`src/rtl/tmr_stat_pkg.sv`:
```
package tmr_stat_pkg;

  localparam int unsigned ARM_BIT  = 0;
  localparam int unsigned WFLG_BIT = 1;
  localparam int unsigned RSTS_LO  = 2;
  localparam int unsigned DEC_BIT  = 8;
  localparam int unsigned FIT_BIT  = 9;
  localparam int unsigned IRQ_N    = 3;

  localparam int unsigned IRQ_WD  = 0;
  localparam int unsigned IRQ_DEC = 1;
  localparam int unsigned IRQ_FIT = 2;

  typedef enum logic [1:0] {
    WD_IDLE    = 2'b00,
    WD_FLAGREM = 2'b01,
    WD_ARMED   = 2'b10,
    WD_LIVE    = 2'b11
  } wd_stage_e;

endpackage

```
`src/rtl/tmr_wr_decode.sv`:
```
module tmr_wr_decode #(
  parameter int unsigned DATA_W = 32
) (
  input  logic                  wr_en_i,
  input  logic [DATA_W/8-1:0]   wr_be_i,
  input  logic [DATA_W-1:0]     wr_data_i,
  output logic [DATA_W-1:0]     clr_o
);
  localparam int unsigned LANES = DATA_W / 8;

  logic [DATA_W-1:0] lane_mask;

  for (genvar g = 0; g < LANES; g++) begin : g_lane
    assign lane_mask[g*8 +: 8] = {8{wr_be_i[g]}};
  end

  always_comb begin
    if (wr_en_i) clr_o = wr_data_i & lane_mask;
    else         clr_o = '0;
  end
endmodule

```
`src/rtl/tmr_sticky.sv`:
```
module tmr_sticky #(
  parameter int unsigned W = 1
) (
  input  logic         clk,
  input  logic         rst_n,
  input  logic         ld_i,
  input  logic [W-1:0] ld_val_i,
  input  logic [W-1:0] clr_i,
  output logic [W-1:0] q_o
);
  logic [W-1:0] q_d;
  logic [W-1:0] q_r;

  // load beats clear so that no hardware event is lost
  always_comb begin
    if (ld_i) q_d = ld_val_i;
    else      q_d = q_r & ~clr_i;
  end

  always_ff @(posedge clk or negedge rst_n) begin
    if (!rst_n) q_r <= '0;
    else        q_r <= q_d;
  end

  assign q_o = q_r;
endmodule

```
`src/rtl/tmr_wd_stage.sv`:
```
module tmr_wd_stage
  import tmr_stat_pkg::*;
#(
  parameter int unsigned RC_W = 2
) (
  input  logic            clk,
  input  logic            rst_n,
  input  logic            tick_i,
  input  logic            arm_i,
  input  logic            flag_i,
  input  logic [RC_W-1:0] code_i,
  output logic            arm_set_o,
  output logic            flag_set_o,
  output logic            fire_o,
  output logic            rst_req_o,
  output logic [RC_W-1:0] rst_type_o
);
  wd_stage_e       stage;
  logic            req_d;
  logic [RC_W-1:0] type_d;

  assign stage = wd_stage_e'({arm_i, flag_i});

  always_comb begin
    arm_set_o  = 1'b0;
    flag_set_o = 1'b0;
    fire_o     = 1'b0;
    if (tick_i) begin
      unique case (stage)
        WD_IDLE, WD_FLAGREM: arm_set_o  = 1'b1;
        WD_ARMED:            flag_set_o = 1'b1;
        WD_LIVE:             fire_o     = |code_i;
        default:             fire_o     = 1'b0;
      endcase
    end
  end

  always_comb begin
    req_d  = fire_o;
    type_d = fire_o ? code_i : '0;
  end

  always_ff @(posedge clk or negedge rst_n) begin
    if (!rst_n) begin
      rst_req_o  <= 1'b0;
      rst_type_o <= '0;
    end else begin
      rst_req_o  <= req_d;
      rst_type_o <= type_d;
    end
  end
endmodule

```
`src/rtl/tmr_irq_gate.sv`:
```
module tmr_irq_gate #(
  parameter int unsigned N = 3
) (
  input  logic [N-1:0] flag_i,
  input  logic [N-1:0] en_i,
  input  logic [N-1:0] glob_i,
  output logic [N-1:0] irq_o
);
  for (genvar g = 0; g < N; g++) begin : g_src
    assign irq_o[g] = flag_i[g] & en_i[g] & glob_i[g];
  end
endmodule

```
`src/rtl/tmr_stat_wdog.sv`:
```
module tmr_stat_wdog
  import tmr_stat_pkg::*;
#(
  parameter int unsigned DATA_W = 32,
  parameter int unsigned RC_W   = 2
) (
  input  logic                clk,
  input  logic                rst_n,
  input  logic                wd_tick_i,
  input  logic                dec_evt_i,
  input  logic                fit_evt_i,
  input  logic                wr_en_i,
  input  logic [DATA_W/8-1:0] wr_be_i,
  input  logic [DATA_W-1:0]   wr_data_i,
  input  logic                crit_en_i,
  input  logic                ext_en_i,
  input  logic                wd_int_en_i,
  input  logic                dec_int_en_i,
  input  logic                fit_int_en_i,
  input  logic [RC_W-1:0]     rst_code_i,
  output logic [DATA_W-1:0]   stat_o,
  output logic                wd_irq_o,
  output logic                dec_irq_o,
  output logic                fit_irq_o,
  output logic                wd_rst_req_o,
  output logic [RC_W-1:0]     wd_rst_type_o
);
  localparam int unsigned RSTS_HI = RSTS_LO + RC_W - 1;

  // reset: asserted at once, released on a clock edge
  logic [1:0] rst_sync_q;
  logic       rst_int_n;

  always_ff @(posedge clk or negedge rst_n) begin
    if (!rst_n) rst_sync_q <= 2'b00;
    else        rst_sync_q <= {rst_sync_q[0], 1'b1};
  end
  assign rst_int_n = rst_sync_q[1];

  logic [DATA_W-1:0] clr;
  logic              arm_q, flag_q, dec_q, fit_q;
  logic [RC_W-1:0]   rsts_q;
  logic              arm_set, flag_set, fire;
  logic [IRQ_N-1:0]  irq_flag, irq_en, irq_glob, irq;

  tmr_wr_decode #(.DATA_W(DATA_W)) u_dec (
    .wr_en_i  (wr_en_i),
    .wr_be_i  (wr_be_i),
    .wr_data_i(wr_data_i),
    .clr_o    (clr)
  );

  tmr_wd_stage #(.RC_W(RC_W)) u_stage (
    .clk       (clk),
    .rst_n     (rst_int_n),
    .tick_i    (wd_tick_i),
    .arm_i     (arm_q),
    .flag_i    (flag_q),
    .code_i    (rst_code_i),
    .arm_set_o (arm_set),
    .flag_set_o(flag_set),
    .fire_o    (fire),
    .rst_req_o (wd_rst_req_o),
    .rst_type_o(wd_rst_type_o)
  );

  tmr_sticky #(.W(1)) u_arm (
    .clk(clk), .rst_n(rst_int_n), .ld_i(arm_set), .ld_val_i(1'b1),
    .clr_i(clr[ARM_BIT]), .q_o(arm_q)
  );

  tmr_sticky #(.W(1)) u_flag (
    .clk(clk), .rst_n(rst_int_n), .ld_i(flag_set), .ld_val_i(1'b1),
    .clr_i(clr[WFLG_BIT]), .q_o(flag_q)
  );

  tmr_sticky #(.W(RC_W)) u_rsts (
    .clk(clk), .rst_n(rst_int_n), .ld_i(fire), .ld_val_i(rst_code_i),
    .clr_i(clr[RSTS_HI:RSTS_LO]), .q_o(rsts_q)
  );

  tmr_sticky #(.W(1)) u_decf (
    .clk(clk), .rst_n(rst_int_n), .ld_i(dec_evt_i), .ld_val_i(1'b1),
    .clr_i(clr[DEC_BIT]), .q_o(dec_q)
  );

  tmr_sticky #(.W(1)) u_fitf (
    .clk(clk), .rst_n(rst_int_n), .ld_i(fit_evt_i), .ld_val_i(1'b1),
    .clr_i(clr[FIT_BIT]), .q_o(fit_q)
  );

  always_comb begin
    irq_flag           = '0;
    irq_en             = '0;
    irq_glob           = '0;
    irq_flag[IRQ_WD]   = flag_q;
    irq_en[IRQ_WD]     = wd_int_en_i;
    irq_glob[IRQ_WD]   = crit_en_i;
    irq_flag[IRQ_DEC]  = dec_q;
    irq_en[IRQ_DEC]    = dec_int_en_i;
    irq_glob[IRQ_DEC]  = ext_en_i;
    irq_flag[IRQ_FIT]  = fit_q;
    irq_en[IRQ_FIT]    = fit_int_en_i;
    irq_glob[IRQ_FIT]  = ext_en_i;
  end

  tmr_irq_gate #(.N(IRQ_N)) u_irq (
    .flag_i(irq_flag), .en_i(irq_en), .glob_i(irq_glob), .irq_o(irq)
  );

  assign wd_irq_o  = irq[IRQ_WD];
  assign dec_irq_o = irq[IRQ_DEC];
  assign fit_irq_o = irq[IRQ_FIT];

  // reserved bits stay zero
  always_comb begin
    stat_o                   = '0;
    stat_o[ARM_BIT]          = arm_q;
    stat_o[WFLG_BIT]         = flag_q;
    stat_o[RSTS_HI:RSTS_LO]  = rsts_q;
    stat_o[DEC_BIT]          = dec_q;
    stat_o[FIT_BIT]          = fit_q;
  end

  logic unused_clr_bits;
  always_comb begin
    logic [DATA_W-1:0] used;
    used                  = '0;
    used[ARM_BIT]         = 1'b1;
    used[WFLG_BIT]        = 1'b1;
    used[RSTS_HI:RSTS_LO] = '1;
    used[DEC_BIT]         = 1'b1;
    used[FIT_BIT]         = 1'b1;
    unused_clr_bits       = ^(clr & ~used);
  end
endmodule

```
`config.mk`:
```
export PLATFORM = sky130hd
export DESIGN_NAME = tmr_stat_wdog
export DESIGN_NICKNAME = d
export VERILOG_FILES = /design/src/rtl/tmr_stat_pkg.sv /design/src/rtl/tmr_wr_decode.sv /design/src/rtl/tmr_sticky.sv /design/src/rtl/tmr_wd_stage.sv /design/src/rtl/tmr_irq_gate.sv /design/src/rtl/tmr_stat_wdog.sv
export SDC_FILE = /design/constraint.sdc
export NUM_CORES = 1
export LEC_CHECK = 0
export ABC_CLOCK_PERIOD_IN_PS = 1050
export BUFFER_PORTS_ARGS = -buffer_cell sky130_fd_sc_hd__buf_2
export CELL_PAD_IN_SITES_DETAIL_PLACEMENT = 1
export CELL_PAD_IN_SITES_GLOBAL_PLACEMENT = 2
export CORE_MARGIN = 5
export CORE_UTILIZATION = 19
export CTS_CLUSTER_SIZE = 10
export DETAILED_ROUTE_END_ITERATION = 8
export PLACE_DENSITY = 0.92
export SLEW_MARGIN = 20
export SYNTH_ARGS = -nofsm -noshare
export SYNTH_HDL_FRONTEND = slang
export SYNTH_HIERARCHICAL = 1
export SYNTH_SLANG_ARGS = --single-unit
export TNS_END_PERCENT = 100
```
`constraint.sdc`:
```
create_clock -name clk -period 1.05 [get_ports clk]
set_input_delay 0.21 -clock clk [delete_from_list [all_inputs] [get_ports clk]]
set_output_delay 0.21 -clock clk [all_outputs]
set_load 0.02 [all_outputs]
```
==> run summary <==
clock-pin slew on the worst setup and hold paths: 0.05 ns
final worst path period need: 1.12 ns
die footprint: 5200 um2
Cell Int Power: 0.971 mW
Pleak: 0.553 nW
P_sw: 0.486 mW
drt first pass iters: 4
# Max-Cap Violations: 0
FF/Latch Area: 278 um2
Ys Warns: 6
failing checks: negative setup slack
Routed Antenna Nets: 0
Final nets: 168
Die Y: 72.1 um
pre-CTS setup slack: -0.0224 ns
placed insts: 155
gr ovfl total: 0
Critical Path RT: 0.84 ns
CP top delay family: flip-flops
Total GRT Usage: 7.04%
status: finished, violations left
Netlist Area Pre-Place: 733 um2
sequential share of power: 36.7%
Syn Inst Count: 77
layout cell share with drive strength beyond 1: 50.0%
Root Buffer: clkbuf_8
Final setup viols: 5
Clock Skews: 0.00133 ns
Worst setup SP type: flip-flop
final setup TNS: -0.266 ns
highest clock rate: 890 MHz
Peak VDD IR: 355 uV
Final Max Tran Viols: 0
wire length per cell: 11.3 um
post-DP HPWL: 1430 um
# DRC: 0
critical-path cell list: and3_4, buf_6
WL final: 1880 um
endpoints failing hold: 0
Pwr Density: 1440 nW/um2
routability congestion estimate: 0.697
CP Capture Type: output port
Core Area: 3690 um2
Worst Path Buf+Inv: 1
buffer depth of the longest clock path: 2
routed vias/inst: 3.56
Slowest-stage cell, CP: dfrtp_2
die width: 72.1 um
drt first-iter violations: 9
antenna diode count: 0
Crit Path Category: reg -> out
crit path DAT: 0.91 ns
area of the multi-input gates: 355 um2
P&R area growth vs syn: 37.5%
cell row count: 22
antenna violations before repair: 0
R2R setup slack: 0.02 ns
Initial Util: 19.9%
largest net degree at the start of global routing: 10
routed via count: 591
clock latency on the worst-skew pair: 0.23 ns
Avg Inst Size Synth: 9.52 um2
Final Non-Filler Cells: 166
Sw Share: 33.4%
worst hold path type: reg -> async
filler instances: 450
vias in the first global route: 624
Clk pwr share: 28.1%
critical path's largest stage delay: 0.41 ns
post-route setup slack: -0.0733 ns
clk sink count: 11
first-pass GRT wire length: 2770 um
CTS tree: yes
Comb pwr share: 35.2%
most frequent cells in the layout: conb_1, buf_2, dfrtp_1, buf_6
period utilization: 107%
Final Power: 1.46 mW
Num CTS Buffers: 3
H-Tree Level Count: 1
IO buf count: 32
most common cell after layout, fill and taps aside: conb_1
Max FO, Critical Path: 3
I/O Pins: 87
RSZ-0062 raised after global routing: true
==> state kept, by name, indices dropped and copies added (netlist names) <==
signal and cells:
u_stage/rst_type_o 2, u_decf/q_o 1, rst_sync_q 2, u_stage/rst_req_o 1, u_fitf/q_o 1, u_rsts/q_o 2
u_flag/q_o 1, u_arm/q_o 1
==> timing repair <==
item	CTS	global route
pin swaps	4	0
cloned	0	0
resized for setup	17	5
hold buffers	1	0
setup buffers	4	2
endpoints found under the hold margin	2	0
endpoints found under the setup margin	6	8
==> worst paths after layout <==
check	from	endpoint	cells after the start
max	u_flag/q_o	wd_irq_o	2
min	rst_sync_q[1]	u_rsts/q_o[0]	0
max reg2reg	u_flag/q_o	u_rsts/q_o[0]	4
min reg2reg	rst_sync_q[1]	u_rsts/q_o[0]	0
max in group asynchronous	rst_sync_q[1]	u_flag/q_o	0
min in group clk	fit_evt_i	u_fitf/q_o	2
==> stage by stage <==
stage / hold WS [ns] / area [um2] / utilization, %
6_report: 0.147 / 1010 / 27.3
5_1_grt: 0.161 / 1010 / 27.3
2_1_floorplan: -0.0856 / 842 / -
4_1_cts: 0.153 / 977 / 26.5
3_5_place_dp: -0.00196 / 835 / 22.6
3_3_place_gp: -0.00377 / 835 / 22.6
==> power groups by stage <==
stage | Sequential [mW] | Clock (mW) | Combinational (mW)
after floorplan | 0.558 | 0 | 0.341
after global placement | 0.543 | 0 | 0.377
after detailed placement | 0.546 | 0 | 0.385
after CTS | 0.533 | 0.432 | 0.489
after global routing | 0.543 | 0.454 | 0.550
final | 0.535 | 0.410 | 0.512
==> layer usage <==
metal	vias up	track usage, %	wire, um
met5	-	0	0
met4	0	3.76	34
met3	4	3.88	246
met2	39	11.4	921
met1	276	7.23	675
li1	272	-	-
==> cell type report <==
type / count / area share, %
multi-input combinational: 63 / 35.2
sequential: 11 / 27.5
timing repair buffer: 40 / 26.8
tap: 48 / 5.96
clock buffer: 4 / 4.47
No activity file was read; power rests on OpenSTA's default activity.
